--- src/rtl/ptg_pkg.sv ---
package ptg_pkg;
  localparam int WORD_W  = 32;
  localparam int BE_W    = WORD_W / 8;
  localparam int REF_BIT = 8;
  localparam int CHG_BIT = 7;

  typedef enum logic [2:0] {
    S_IDLE,
    S_RD_TAG,
    S_RD_MAP,
    S_EVAL,
    S_SET_REF,
    S_SET_CHG,
    S_DONE
  } walk_state_t;

  localparam logic [1:0] RES_HIT  = 2'b00;
  localparam logic [1:0] RES_PROT = 2'b01;
  localparam logic [1:0] RES_MISS = 2'b10;
endpackage

--- src/rtl/ptg_addr_gen.sv ---
module ptg_addr_gen #(
  parameter int ADDR_W = 32,
  parameter int IDX_W  = 3
) (
  input  logic [ADDR_W-1:0] base,
  input  logic [IDX_W-1:0]  idx,
  input  logic              map_word,
  output logic [ADDR_W-1:0] addr
);
  localparam int OFS_W = IDX_W + 3;
  logic [OFS_W-1:0] ofs;
  assign ofs  = {idx, map_word, 2'b00};
  assign addr = base + ADDR_W'(ofs);
endmodule

--- src/rtl/ptg_perm_decode.sv ---
module ptg_perm_decode (
  input  logic [1:0] pp,
  input  logic       user,
  input  logic       key_user,
  input  logic       key_sup,
  output logic [2:0] code,
  output logic       rd_ok,
  output logic       wr_ok
);
  logic key_on;
  assign key_on = (user && key_user) || (!user && key_sup);
  assign code   = {key_on, pp};

  always_comb begin
    rd_ok = 1'b0;
    wr_ok = 1'b0;
    case (code)
      3'd0, 3'd1, 3'd2, 3'd6: begin
        rd_ok = 1'b1;
        wr_ok = 1'b1;
      end
      3'd3, 3'd5, 3'd7: rd_ok = 1'b1;
      default: ;
    endcase
  end
endmodule

--- src/rtl/ptg_walker.sv ---
module ptg_walker
  import ptg_pkg::*;
#(
  parameter int NUM_ENT = 8,
  parameter int OFF_W   = 12
) (
  input  logic              clk,
  input  logic              rst_n,
  input  logic              req_valid,
  output logic              req_ready,
  input  logic [WORD_W-1:0] req_pri_base,
  input  logic [WORD_W-1:0] req_sec_base,
  input  logic [WORD_W-1:0] req_pri_cmp,
  input  logic [WORD_W-1:0] req_sec_cmp,
  input  logic [OFF_W-1:0]  req_offset,
  input  logic              req_user,
  input  logic              req_key_user,
  input  logic              req_key_sup,
  input  logic              req_write,
  output logic              mem_req,
  output logic              mem_we,
  output logic [WORD_W-1:0] mem_addr,
  output logic [BE_W-1:0]   mem_be,
  output logic [WORD_W-1:0] mem_wdata,
  input  logic              mem_ack,
  input  logic [WORD_W-1:0] mem_rdata,
  output logic              done,
  output logic [1:0]        done_status,
  output logic [WORD_W-1:0] done_raddr,
  output logic              done_read_ok,
  output logic              done_write_ok
);
  localparam int IDX_W = (NUM_ENT > 1) ? $clog2(NUM_ENT) : 1;
  localparam logic [IDX_W-1:0] LAST_IDX = IDX_W'(NUM_ENT - 1);
  localparam logic [BE_W-1:0] BE_ALL = '1;
  localparam logic [BE_W-1:0] BE_REF = BE_W'(1) << 2;
  localparam logic [BE_W-1:0] BE_CHG = BE_W'(1) << 3;

  walk_state_t       state_q;
  logic [WORD_W-1:0] pri_base_q, sec_base_q, pri_cmp_q, sec_cmp_q;
  logic [OFF_W-1:0]  off_q;
  logic              user_q, kuser_q, ksup_q, wr_q;
  logic [IDX_W-1:0]  idx_q;
  logic              in_sec_q;
  logic [WORD_W-1:0] map_q;
  logic [1:0]        status_q;
  logic [WORD_W-1:0] raddr_q;
  logic              rd_q, wr_ok_q;

  logic [WORD_W-1:0] cur_base, cur_cmp, acc_addr;
  logic [2:0]        prot_code;
  logic              perm_rd, perm_wr, map_sel;

  assign cur_base = in_sec_q ? sec_base_q : pri_base_q;
  assign cur_cmp  = in_sec_q ? sec_cmp_q  : pri_cmp_q;
  assign map_sel  = (state_q != S_RD_TAG);

  ptg_addr_gen #(.ADDR_W(WORD_W), .IDX_W(IDX_W)) u_addr (
    .base     (cur_base),
    .idx      (idx_q),
    .map_word (map_sel),
    .addr     (acc_addr)
  );

  ptg_perm_decode u_perm (
    .pp       (map_q[1:0]),
    .user     (user_q),
    .key_user (kuser_q),
    .key_sup  (ksup_q),
    .code     (prot_code),
    .rd_ok    (perm_rd),
    .wr_ok    (perm_wr)
  );

  // memory port drive
  always_comb begin
    mem_req   = 1'b0;
    mem_we    = 1'b0;
    mem_be    = BE_ALL;
    mem_wdata = map_q;
    case (state_q)
      S_RD_TAG, S_RD_MAP: mem_req = 1'b1;
      S_SET_REF: begin
        mem_req   = 1'b1;
        mem_we    = 1'b1;
        mem_be    = BE_REF;
        mem_wdata = map_q | (WORD_W'(1) << REF_BIT);
      end
      S_SET_CHG: begin
        mem_req   = 1'b1;
        mem_we    = 1'b1;
        mem_be    = BE_CHG;
        mem_wdata = map_q | (WORD_W'(1) << CHG_BIT);
      end
      default: ;
    endcase
  end
  assign mem_addr = acc_addr;

  assign req_ready     = (state_q == S_IDLE);
  assign done          = (state_q == S_DONE);
  assign done_status   = status_q;
  assign done_raddr    = raddr_q;
  assign done_read_ok  = rd_q;
  assign done_write_ok = wr_ok_q;

  always_ff @(posedge clk) begin
    if (!rst_n) begin
      state_q    <= S_IDLE;
      pri_base_q <= '0;
      sec_base_q <= '0;
      pri_cmp_q  <= '0;
      sec_cmp_q  <= '0;
      off_q      <= '0;
      user_q     <= 1'b0;
      kuser_q    <= 1'b0;
      ksup_q     <= 1'b0;
      wr_q       <= 1'b0;
      idx_q      <= '0;
      in_sec_q   <= 1'b0;
      map_q      <= '0;
      status_q   <= RES_MISS;
      raddr_q    <= '0;
      rd_q       <= 1'b0;
      wr_ok_q    <= 1'b0;
    end else begin
      case (state_q)
        S_IDLE: begin
          if (req_valid) begin
            pri_base_q <= req_pri_base;
            sec_base_q <= req_sec_base;
            pri_cmp_q  <= req_pri_cmp;
            sec_cmp_q  <= req_sec_cmp;
            off_q      <= req_offset;
            user_q     <= req_user;
            kuser_q    <= req_key_user;
            ksup_q     <= req_key_sup;
            wr_q       <= req_write;
            idx_q      <= '0;
            in_sec_q   <= 1'b0;
            state_q    <= S_RD_TAG;
          end
        end
        S_RD_TAG: begin
          if (mem_ack) begin
            if (mem_rdata == cur_cmp) begin
              state_q <= S_RD_MAP;
            end else if (idx_q != LAST_IDX) begin
              idx_q <= idx_q + 1'b1;
            end else if (!in_sec_q) begin
              idx_q    <= '0;
              in_sec_q <= 1'b1;
            end else begin
              status_q <= RES_MISS;
              raddr_q  <= '0;
              rd_q     <= 1'b0;
              wr_ok_q  <= 1'b0;
              state_q  <= S_DONE;
            end
          end
        end
        S_RD_MAP: begin
          if (mem_ack) begin
            map_q   <= mem_rdata;
            state_q <= S_EVAL;
          end
        end
        S_EVAL: begin
          rd_q     <= perm_rd;
          wr_ok_q  <= perm_wr;
          raddr_q  <= {map_q[WORD_W-1:OFF_W], off_q};
          status_q <= (!perm_rd || (wr_q && !perm_wr)) ? RES_PROT : RES_HIT;
          if (perm_rd && !map_q[REF_BIT])
            state_q <= S_SET_REF;
          else if (wr_q && perm_wr && !map_q[CHG_BIT])
            state_q <= S_SET_CHG;
          else
            state_q <= S_DONE;
        end
        S_SET_REF: begin
          if (mem_ack) begin
            map_q[REF_BIT] <= 1'b1;
            if (wr_q && wr_ok_q && !map_q[CHG_BIT])
              state_q <= S_SET_CHG;
            else
              state_q <= S_DONE;
          end
        end
        S_SET_CHG: begin
          if (mem_ack) begin
            map_q[CHG_BIT] <= 1'b1;
            state_q        <= S_DONE;
          end
        end
        S_DONE:  state_q <= S_IDLE;
        default: state_q <= S_IDLE;
      endcase
    end
  end

  // ---------------- assertions ----------------
  AST_BUSY_NOT_READY: assert property (@(posedge clk) disable iff (!rst_n)
    req_valid && req_ready |=> !req_ready);
  AST_REQ_HOLD: assert property (@(posedge clk) disable iff (!rst_n)
    mem_req && !mem_ack |=> mem_req && $stable(mem_addr) && $stable(mem_be) && $stable(mem_we));
  AST_READ_ALL_LANES: assert property (@(posedge clk) disable iff (!rst_n)
    mem_req && !mem_we |-> mem_be == BE_ALL);
  AST_FLAG_ONE_BYTE: assert property (@(posedge clk) disable iff (!rst_n)
    mem_req && mem_we |-> $countones(mem_be) == 1);
  AST_CHG_NEEDS_WRITE: assert property (@(posedge clk) disable iff (!rst_n)
    mem_req && mem_we && mem_be[3] |-> wr_q && done_write_ok && done_read_ok);
  AST_WRITE_IMPLIES_READ: assert property (@(posedge clk) disable iff (!rst_n)
    done && done_write_ok |-> done_read_ok);
  AST_HIT_PERMITTED: assert property (@(posedge clk) disable iff (!rst_n)
    done && done_status == RES_HIT |-> done_read_ok && (!wr_q || done_write_ok));
  AST_DONE_PULSE: assert property (@(posedge clk) disable iff (!rst_n)
    done |=> !done && req_ready);
endmodule

--- config.mk ---
export PLATFORM = sky130hd
export DESIGN_NAME = ptg_walker
export DESIGN_NICKNAME = d
export VERILOG_FILES = /design/src/rtl/ptg_pkg.sv /design/src/rtl/ptg_addr_gen.sv /design/src/rtl/ptg_perm_decode.sv /design/src/rtl/ptg_walker.sv
export SDC_FILE = /design/constraint.sdc
export NUM_CORES = 1
export LEC_CHECK = 0
export BUFFER_PORTS_ARGS = -buffer_cell sky130_fd_sc_hd__buf_2
export CORE_MARGIN = 1
export CORE_UTILIZATION = 50
export DETAILED_ROUTE_END_ITERATION = 10
export PLACE_DENSITY_LB_ADDON = 0.05
export SETUP_SLACK_MARGIN = 0.4
export SLEW_MARGIN = 20
export SYNTH_ARGS = -nofsm -noshare
export SYNTH_HDL_FRONTEND = slang
export SYNTH_SLANG_ARGS = --single-unit
--- constraint.sdc ---
create_clock -name clk -period 6.6 [get_ports clk]
set_clock_uncertainty 0.2 [all_clocks]
set_input_delay 0.99 -clock clk [delete_from_list [all_inputs] [get_ports clk]]
set_output_delay 0.99 -clock clk [all_outputs]
set_load 0.05 [all_outputs]
==> results of run 1 <==
-- cells by family (layout without fill, tap and decap cells) --
group	Yosys count	count (layout)
flip-flops	219	219
other	0	4
adder cells (fa/ha/maj)	7	7
AO/OA/AOI/OAI	271	271
multiplexers	58	58
AND/OR/NAND/NOR	470	470
buffers and inverters	122	347
XOR/XNOR	64	64
-- state kept, by name (all words and copies together) (netlist names), 2 cells and up --
signal and count:
done_raddr 32, done_status 2, idx_q 3, map_q 32, off_q 12, pri_base_q 32, pri_cmp_q 32, sec_base_q 32
sec_cmp_q 32, state_q 3
-- power groups by stage --
stage	combinational [W]	sequential [W]	clock, W
after detailed placement	0.000525	0.00149	0
final	0.000522	0.00146	0.00134
after global routing	0.000574	0.00147	0.00142
after CTS	0.000527	0.00146	0.00137
after floorplan	0.000386	0.00148	0
after global placement	0.000520	0.00149	0
-- final cells by class --
| cell class | instances | area (um^2) |
|---|---|---|
| inverters | 7 | 31.3 |
| clock inverters | 10 | 109 |
| fillers | 1812 | 7090 |
| diodes | 4 | 10.0 |
| clock buffers | 34 | 689 |
| flip-flops and latches | 219 | 4390 |
| repair buffers | 296 | 1510 |
| well taps | 260 | 325 |
| multi-input cells | 870 | 4800 |
-- through the flow --
stage / cell area [um^2] / std cells
floorplan: 9810 / 1211
global placement: 11100 / 1652
detailed placement: 11100 / 1652
CTS: 11900 / 1696
global route: 11900 / 1696
finish: 11900 / 1700
-- layer usage --
metal	track usage (%)	wire length, um	vias to the layer above
met5	0	8	-
met4	8.04	729	2
li1	-	-	4455
met1	32.2	11200	3982
met2	42.4	12300	254
met3	7.10	2050	47
-- how the worst max path moves through the flow --
stage | endpoint | slack, ns | cells after the start
after floorplan | mem_addr[23] | 1.10 | 16
after global placement | mem_addr[31] | 1.68 | 10
after detailed placement | mem_addr[31] | 1.61 | 10
after CTS | mem_addr[31] | 1.01 | 10
after global routing | mem_addr[31] | 0.86 | 10
final | mem_addr[31] | 1.05 | 10
-- placed cells by master (no fill, tap or decap), types with 4 or more instances in the layout --
cell / count
mux2_2: 7
buf_2: 287
nor2b_1: 11
ha_1: 6
buf_4: 8
a22o_1: 33
nand3_1: 11
xor2_1: 21
mux2i_1: 51
o21ai_0: 13
a21oi_1: 191
dfxtp_1: 218
diode_2: 4
clkbuf_16: 25
inv_1: 6
nor2_1: 9
clkbuf_1: 6
xnor2_1: 43
nor4_1: 7
clkinv_2: 5
nand4_1: 5
nor3_1: 9
nand2_1: 391
-- worst reg2reg max path, stage by stage (launching register included) --
cell and delay, ns:
dfxtp_4 0.80, buf_4 0.68, mux2i_1 0.34, xnor2_1 0.09, nor4_1 0.71, and4_1 0.36, a211oi_2 0.13, nor3_4 0.15
buf_4 0.38, a22o_1 0.22
==> results by group, run 1 <==
Outcome
  • Outcome: complete, no violations

Synthesis
  • Syn Inst Count: 1211
  • Simple-gate share of the synthesized area: 19.9%
  • Register area share after synthesis: around 45%
  • Adder-Cell Fraction of Synth Area: 0.969%
  • Share of the synthesized area in the top cell type: between 40% and 50%
  • Number of flops mapped to enable cells by yosys: 0
  • Register bit total from synthesis: 219
  • Syn_nets: between 1000 and 1500
  • Multiplexer area fraction after synthesis: 6.01%
  • Top-count cell post-synth: nand2_1
  • Post-Synthesis Cell Area: 9810 um^2
  • Post-synth top flop: dfxtp_1
  • Cell variety after synth: 62
  • FFs w/ async S/R, synth: 0%
  • Synth warnings: 0
  • Synth Area in Compound Gates: approximately 16%
  • Yosys top cell by area: dfxtp_1
  • Largest family of logic cells by synthesized area: simple AND/OR/NAND/NOR gates
  • Synth Area in XOR/XNOR: 5.71%
  • Ranking of synthesized cells by area: dfxtp_1 45%, nand2_1 15%, a21oi_1 9.7%, mux2i_1 5.2%, xnor2_1 3.8%
  • Commonest cells in the synthesized netlist: 391 x nand2_1, 219 x dfxtp_1, 191 x a21oi_1, 67 x clkbuf_1, 51 x mux2i_1
  • Post-synthesis average cell area: just over 8 um^2

Die
  • Die Wd: 142 um
  • Die Ht: about 140 um
  • IO Count: 288
  • Initial core utilization: between 50% and 60%
  • Core Area: 19000 um^2
  • Die Footprint: 20200 um^2
  • Core Rows: 50

Clocking
  • CTS Hold Bufs: 0
  • Clk sinks: roughly 220
  • CTS clock-pin slew for the worst setup and hold paths: 0.06 ns
  • Total CTS buffers: 25
  • Worst skew pair latency: 0.52 ns
  • Number of H-tree levels: 1
  • Post-CTS Resized: 0
  • Clock root cell: clkbuf_16
  • Clk buf depth: 3
  • Postcts setup bufs: 0
  • CTS tree: yes

Pwr
  • Internal Power: 0.00239 W
  • Clock power share: 40.4%
  • PwrDens: 281 nW/um^2
  • Switch share: 28.4%
  • Pleak: 4.81 nW
  • Sequential power share: 44.0%
  • Pwr Total: 0.00333 W
  • Net Sw Power: roughly 0.00095 W
  • Combinational share of power: between 10% and 20%
  • Peak supply drop: around 190 uV

Route
  • Vias/cell: 5.14
  • Antenna-violating nets left: 0
  • Initial drt markers: 431
  • Vias: 8740
  • DR pass1 iterations: 5
  • Drc violations: 0
  • Total wire length: between 20000 and 30000 um
  • Per-cell routed wire length: about 15 um

STA
  • Final period util: between 80% and 90%
  • Max Fclk: 180 MHz
  • Worst-case headroom to the max-slew limit: between 30% and 40%
  • RSZ-0062 raised after global routing: false
  • Hold WS: between 0.2 and 0.3 ns
  • Final min period: 5.55 ns
  • Final WS setup: 1.05 ns
  • Final setup viols: 0
  • Setup_tns: 0 ns
  • Slew Viols, Final: 0
  • Measured slew at the worst slew-check pin: 1.01 ns
  • Final Hold Fails: 0

Worst setup path
  • Buf/Inv on CP: 1
  • Worst endpoint data arrival time: ~4.4 ns
  • Startpoint Class: register
  • Register-to-register setup slack: 2.49 ns
  • Worst-path cell chain: mux2_2, ha_1, a21o_1, a21oi_1, o21bai_1, nand4_1, or2_1, nor3_1, xnor2_1, buf_2
  • Critical path origin: in_sec_q
  • Critical Path Fanout Max: 61
  • Critical path required time: 5.41 ns
  • Worst Setup End Kind: output pin
  • Reg2Reg Depth: 9
  • Slowest CP cell: dfxtp_4
  • Max incr delay on CP: 0.80 ns
  • Reg-to-reg critical path endpoint: done_raddr[19]
  • Crit path max-delay family: simple AND/OR/NAND/NOR gates
  • Worst R2R Start: in_sec_q
  • Critical setup path kind: register to output pin

Worst hold path
  • HP Start: pri_base_q[26]
  • Hold path endpoint: pri_base_q[26]
  • Worst hold stages: 2
  • Hold crit path type: register to register

Global routing
  • Initial antenna violation count: 4
  • Tot GR Track Use: 25.6%
  • Vias in the first global route: 8031
  • Largest net degree at the start of global routing: 105
  • Global-route wire length before repair: 41300 um
  • Total grt overflow: 0

Placement
  • Worst slack at placement: between 1.5 and 2 ns
  • RePlAce Congestion: 0.834
  • Port bufs: 287
  • DP Wirelength: ~18000 um

Layout
  • Area Overhead vs Synth: 20.9%
  • Net count reported at finish: 1606
  • Final core occ: 62.6%
  • Share of cells above drive strength 1: around 25%

Flow run
  • Max cap viols: 0
Power figures use the tool's default switching activity.
==> run 2, diff against run 1 <==
==> constraint.sdc (replaced) <==
create_clock -name clk -period 5.6 [get_ports clk]
set_clock_uncertainty 0.2 [all_clocks]
set_input_delay 0.84 -clock clk [delete_from_list [all_inputs] [get_ports clk]]
set_output_delay 0.84 -clock clk [all_outputs]
set_load 0.05 [all_outputs]
==> run 2 against run 1 <==
Against the previous run:
- total power rose by 16%
- wire length up 0.96%
- first-iteration DRC count decreased by 3.9%
- register-to-register slack lost 0.77 ns
- setup slack worse by 0.53 ns
- combinational power increased by 18%
- cell count up 0.12%
- die area unchanged
- global-route usage grew 0.11 points
- non-clock buffer count rose by 1
==> results by group, run 2 (synthesis gave the netlist of run 1 again) <==
STA
  • Final min period: 5.08 ns
  • Setup_tns: 0 ns
  • Final period util: 90.7%
  • Final setup viols: 0
  • RSZ-0062 raised after global routing: true
  • Slew Viols, Final: 0
  • Measured slew at the worst slew-check pin: 0.981 ns
  • Max Fclk: 197 MHz
  • Worst-case headroom to the max-slew limit: 34.6%
  • Final Hold Fails: 0
  • Hold WS: 0.252 ns

Clocking
  • Number of H-tree levels: 1
  • Clk sinks: 219
  • Clk buf depth: 3
  • CTS clock-pin slew for the worst setup and hold paths: around 0.060 ns
  • Worst skew pair latency: 0.50 ns
  • Postcts setup bufs: 0
  • Total CTS buffers: 24
  • CTS tree: yes
  • Clock root cell: clkbuf_16

Flow run
  • Max cap viols: 0

Worst setup path
  • Worst endpoint data arrival time: a little over 4 ns
  • Worst-path cell chain: mux2_2, ha_1, a21o_1, a21oi_1, o21bai_1, nand4_1, or2_1, nor3_1, xnor2_1, buf_2
  • Critical setup path kind: register to output pin
  • Critical path required time: 4.56 ns
  • Crit path max-delay family: simple AND/OR/NAND/NOR gates
  • Max incr delay on CP: 0.62 ns
  • Buf/Inv on CP: 1
  • Critical Path Fanout Max: 25
  • Startpoint Class: register
  • Worst Setup End Kind: output pin
  • Slowest CP cell: dfxtp_4

Route
  • Total wire length: 26600 um
  • Drc violations: 0
  • Initial drt markers: 414
  • Vias/cell: 5.18
  • DR pass1 iterations: 4
  • Vias: 8818
  • Per-cell routed wire length: 15.6 um
  • Antenna-violating nets left: 0

Layout
  • Share of cells above drive strength 1: 24.9%
  • Net count reported at finish: 1606
  • Area Overhead vs Synth: 21.1%
  • Non-Filler Instances: 1702
  • Most common cell after layout, fill and taps aside: nand2_1
  • Final core occ: 62.7%
  • Most frequent cells in the layout: 391 x nand2_1, 287 x buf_2, 218 x dfxtp_1

Global routing
  • Largest net degree at the start of global routing: approximately 100
  • Initial antenna violation count: 9
  • Vias in the first global route: between 8000 and 9000
  • Tot GR Track Use: 25.7%
  • Global-route wire length before repair: 41600 um
  • Total grt overflow: 0

Die
  • Die Ht: 142 um
  • Initial core utilization: 51.8%
  • Core Area: about 19000 um^2
  • Core Rows: 50
  • IO Count: 288
  • Die Wd: approximately 140 um
  • Die Footprint: 20200 um^2

Worst hold path
  • Hold crit path type: register to register

Placement
  • Port bufs: 287
  • DP Wirelength: 18400 um
  • RePlAce Congestion: roughly 0.84
  • Placed Cells: 1653

Pwr
  • Peak supply drop: ~210 uV
  • PwrDens: 324 nW/um^2
  • Pleak: between 4 and 5 nW

Outcome
  • Outcome: complete, no violations
-- run 2: per-stage QoR --
step	instance area (um^2)	power [W]	setup slack, ns
2_1_floorplan	9860	0.00220	0.328
3_3_place_gp	11100	0.00237	1.11
3_5_place_dp	11100	0.00238	1.03
4_1_cts	11900	0.00388	0.494
5_1_grt	11900	0.00402	0.257
6_report	11900	0.00385	0.521
-- run 2: worst min-delay path, stage by stage, from the launching register on --
cell	delay, ns
dfxtp_1	0.30
nand2_1	0.05
a21oi_1	0.05
-- run 2: layout make-up --
type | instances | area [um^2]
multi-input cells | 870 | 4850
repair buffers | 297 | 1520
well taps | 260 | 325
clock inverters | 8 | 71.3
inverters | 7 | 31.3
clock buffers | 35 | 683
flip-flops and latches | 219 | 4390
diodes | 6 | 15.0
fillers | 1838 | 7080
-- run 2: layer usage --
metal | track usage, % | vias to the layer above | routed length (um)
met3 | 7.10 | 48 | 2040
li1 | - | 4448 | -
met5 | 0 | - | 46
met1 | 31.7 | 4053 | 11200
met2 | 43.1 | 261 | 12600
met4 | 8.72 | 8 | 684
-- run 2: final timing paths --
path | start | end | slack (ns) | depth (start not counted)
hold reg to reg | sec_base_q[1] | sec_base_q[1] | 0.25 | 2
hold / removal | sec_base_q[1] | sec_base_q[1] | 0.25 | 2
setup reg to reg | in_sec_q | state_q[0] | 1.72 | 8
setup / recovery | in_sec_q | mem_addr[31] | 0.52 | 10
-- run 2: report_power, final --
group	leakage (nW)	switching (W)	internal, W
clock network	0.376	0.000612	0.000893
logic	2.65	0.000413	0.000204
registers	1.79	0.0000710	0.00166
total	4.81	0.00110	0.00275
-- run 2: what timing repair did --
action	CTS	global route
endpoints found under the setup margin	0	8
gates resized for setup	0	1
hold buffers	0	0
==> run 3, diff against run 2 <==
--- a/config.mk
+++ b/config.mk
@@ -7,7 +7,7 @@
 export LEC_CHECK = 0
 export BUFFER_PORTS_ARGS = -buffer_cell sky130_fd_sc_hd__buf_2
 export CORE_MARGIN = 1
-export CORE_UTILIZATION = 50
+export CORE_UTILIZATION = 30
 export DETAILED_ROUTE_END_ITERATION = 10
 export PLACE_DENSITY_LB_ADDON = 0.05
 export SETUP_SLACK_MARGIN = 0.4
==> run 3 against run 2 <==
Against the previous run:
- wire length increased by 19%
- sequential share of layout area down 1.6 points
- clock-buffer cell count unchanged
- sequential cell count is the same
- sequential power about the same
- global-route usage decreased by 7.1 points
- clock power is 35% higher
- design area increased by 4.7%
- hold slack worse by 0.0012 ns
- highest routed layer unchanged
==> results by group, run 3 (synthesis gave the netlist of run 1 again) <==
Clocking
  • CTS clock-pin slew for the worst setup and hold paths: 0.06 ns
  • Clk buf depth: 3
  • Number of H-tree levels: 1
  • Clk sinks: about 220
  • CTS tree: yes
  • CTS Hold Bufs: 0
  • Worst skew pair latency: 0.54 ns
  • Total CTS buffers: 27
  • Clock root cell: clkbuf_16

Layout
  • Area of the multi-input gates: 4850 um^2
  • Final core occ: between 30 and 40%
  • Share of cells above drive strength 1: 25.7%
  • Most common cell after layout, fill and taps aside: nand2_1
  • Most frequent cells in the layout: 391 x nand2_1, 287 x buf_2, 216 x dfxtp_1
  • Filler Cells Inserted: about 3500
  • Register area: 4390 um^2
  • Net count reported at finish: 1612
  • Non-Filler Instances: 1889
  • Area Overhead vs Synth: 26.7%

STA
  • Worst-case headroom to the max-slew limit: 38.9%
  • Hold WS: 0.251 ns
  • RSZ-0062 raised after global routing: false
  • Setup_tns: 0 ns
  • Final WS setup: 0.671 ns
  • Max Fclk: 203 MHz
  • Measured slew at the worst slew-check pin: between 0.9 and 1 ns
  • Final period util: 88.0%
  • Final setup viols: 0
  • Final Hold Fails: 0
  • Slew Viols, Final: 0
  • Final min period: 4.93 ns

Global routing
  • Total grt overflow: 0
  • Tot GR Track Use: between 15 and 20%
  • Largest net degree at the start of global routing: 104
  • Vias in the first global route: around 8500
  • Initial antenna violation count: 14
  • Global-route wire length before repair: between 40000 and 50000 um

Route
  • Vias/cell: 4.64
  • Total wire length: about 32000 um
  • Antenna-violating nets left: 0
  • DR pass1 iterations: 4
  • Per-cell routed wire length: 16.7 um
  • Initial drt markers: between 400 and 500
  • Vias: approximately 8800
  • Drc violations: 0

Die
  • Die Ht: approximately 180 um
  • Initial core utilization: 30.8%
  • Die Wd: 183 um
  • Core Area: 31900 um^2
  • Core Rows: 65
  • Die Footprint: approximately 33000 um^2
  • IO Count: 288

Placement
  • Port bufs: 287
  • Placed Cells: 1829
  • Worst slack at placement: 0.943 ns
  • DP Wirelength: approximately 22000 um
  • RePlAce Congestion: approximately 0.78

Worst setup path
  • Worst endpoint data arrival time: just under 4 ns
  • Critical setup path kind: register to output pin
  • Critical Path Fanout Max: 31
  • Startpoint Class: register
  • Worst Setup End Kind: output pin
  • Critical path required time: 4.56 ns

Worst hold path
  • Hold crit path type: register to register

Pwr
  • PwrDens: approximately 350 nW/um^2
  • Pleak: about 5 nW
  • Peak supply drop: 194 uV

Outcome
  • Outcome: complete, no violations

Flow run
  • Max cap viols: 0
## run 3: per-layer routing
layer / vias up / track usage, % / part of all wire (%)
li1: 4482 / - / -
met1: 4013 / 23.5 / 45
met2: 212 / 31.3 / 47
met3: 49 / 5.58 / 7.0
met4: 16 / 3.57 / 1.6
met5: - / 0 / 0.27
## run 3: layout make-up
class                      instances  share of cell area (%)
multi-input combinational        870                    39.0
sequential                       219                    35.3
timing repair buffer             300                    12.6
clock buffer                      35                    6.00
tap                              435                    4.38
clock inverter                    14                    2.28
inverter                           7                   0.252
antenna                            9                   0.181
## run 3: through the flow
stage,power [W],area [um^2]
after floorplan,0.00220,9860
after global placement,0.00240,11300
after detailed placement,0.00241,11300
after CTS,0.00445,12400
after global routing,0.00459,12400
final,0.00438,12400
## run 3: final timing paths
kind	from	endpoint	slack [ns]	depth (start not counted)
setup / recovery	in_sec_q	mem_addr[31]	0.67	11
hold / removal	pri_base_q[20]	pri_base_q[20]	0.25	2
setup reg to reg	in_sec_q	state_q[0]	1.84	8
hold reg to reg	pri_base_q[20]	pri_base_q[20]	0.25	2
## run 3: power breakdown
part           switching (W)  internal (W)
Clock               0.000710       0.00131
Combinational       0.000426      0.000209
Sequential         0.0000715       0.00166
Total                0.00121       0.00317
## run 3: what timing repair did
action,4_1_cts,5_1_grt
setup buffers,1,0
setup endpoints to repair,2,1
pin swaps,0,0
cloned,0,0
resized for setup,0,2
## run 3: worst max-delay path, stage by stage, from the launching register on
cell and delay (ns):
dfxtp_4 0.60, mux2_2 0.42, ha_1 0.28, a21o_1 0.11, a21oi_1 0.09, o21bai_1 0.15, buf_4 0.17, nand4_1 0.29
or2_1 0.40, nor3_1 0.38, xnor2_1 0.16, buf_2 0.29
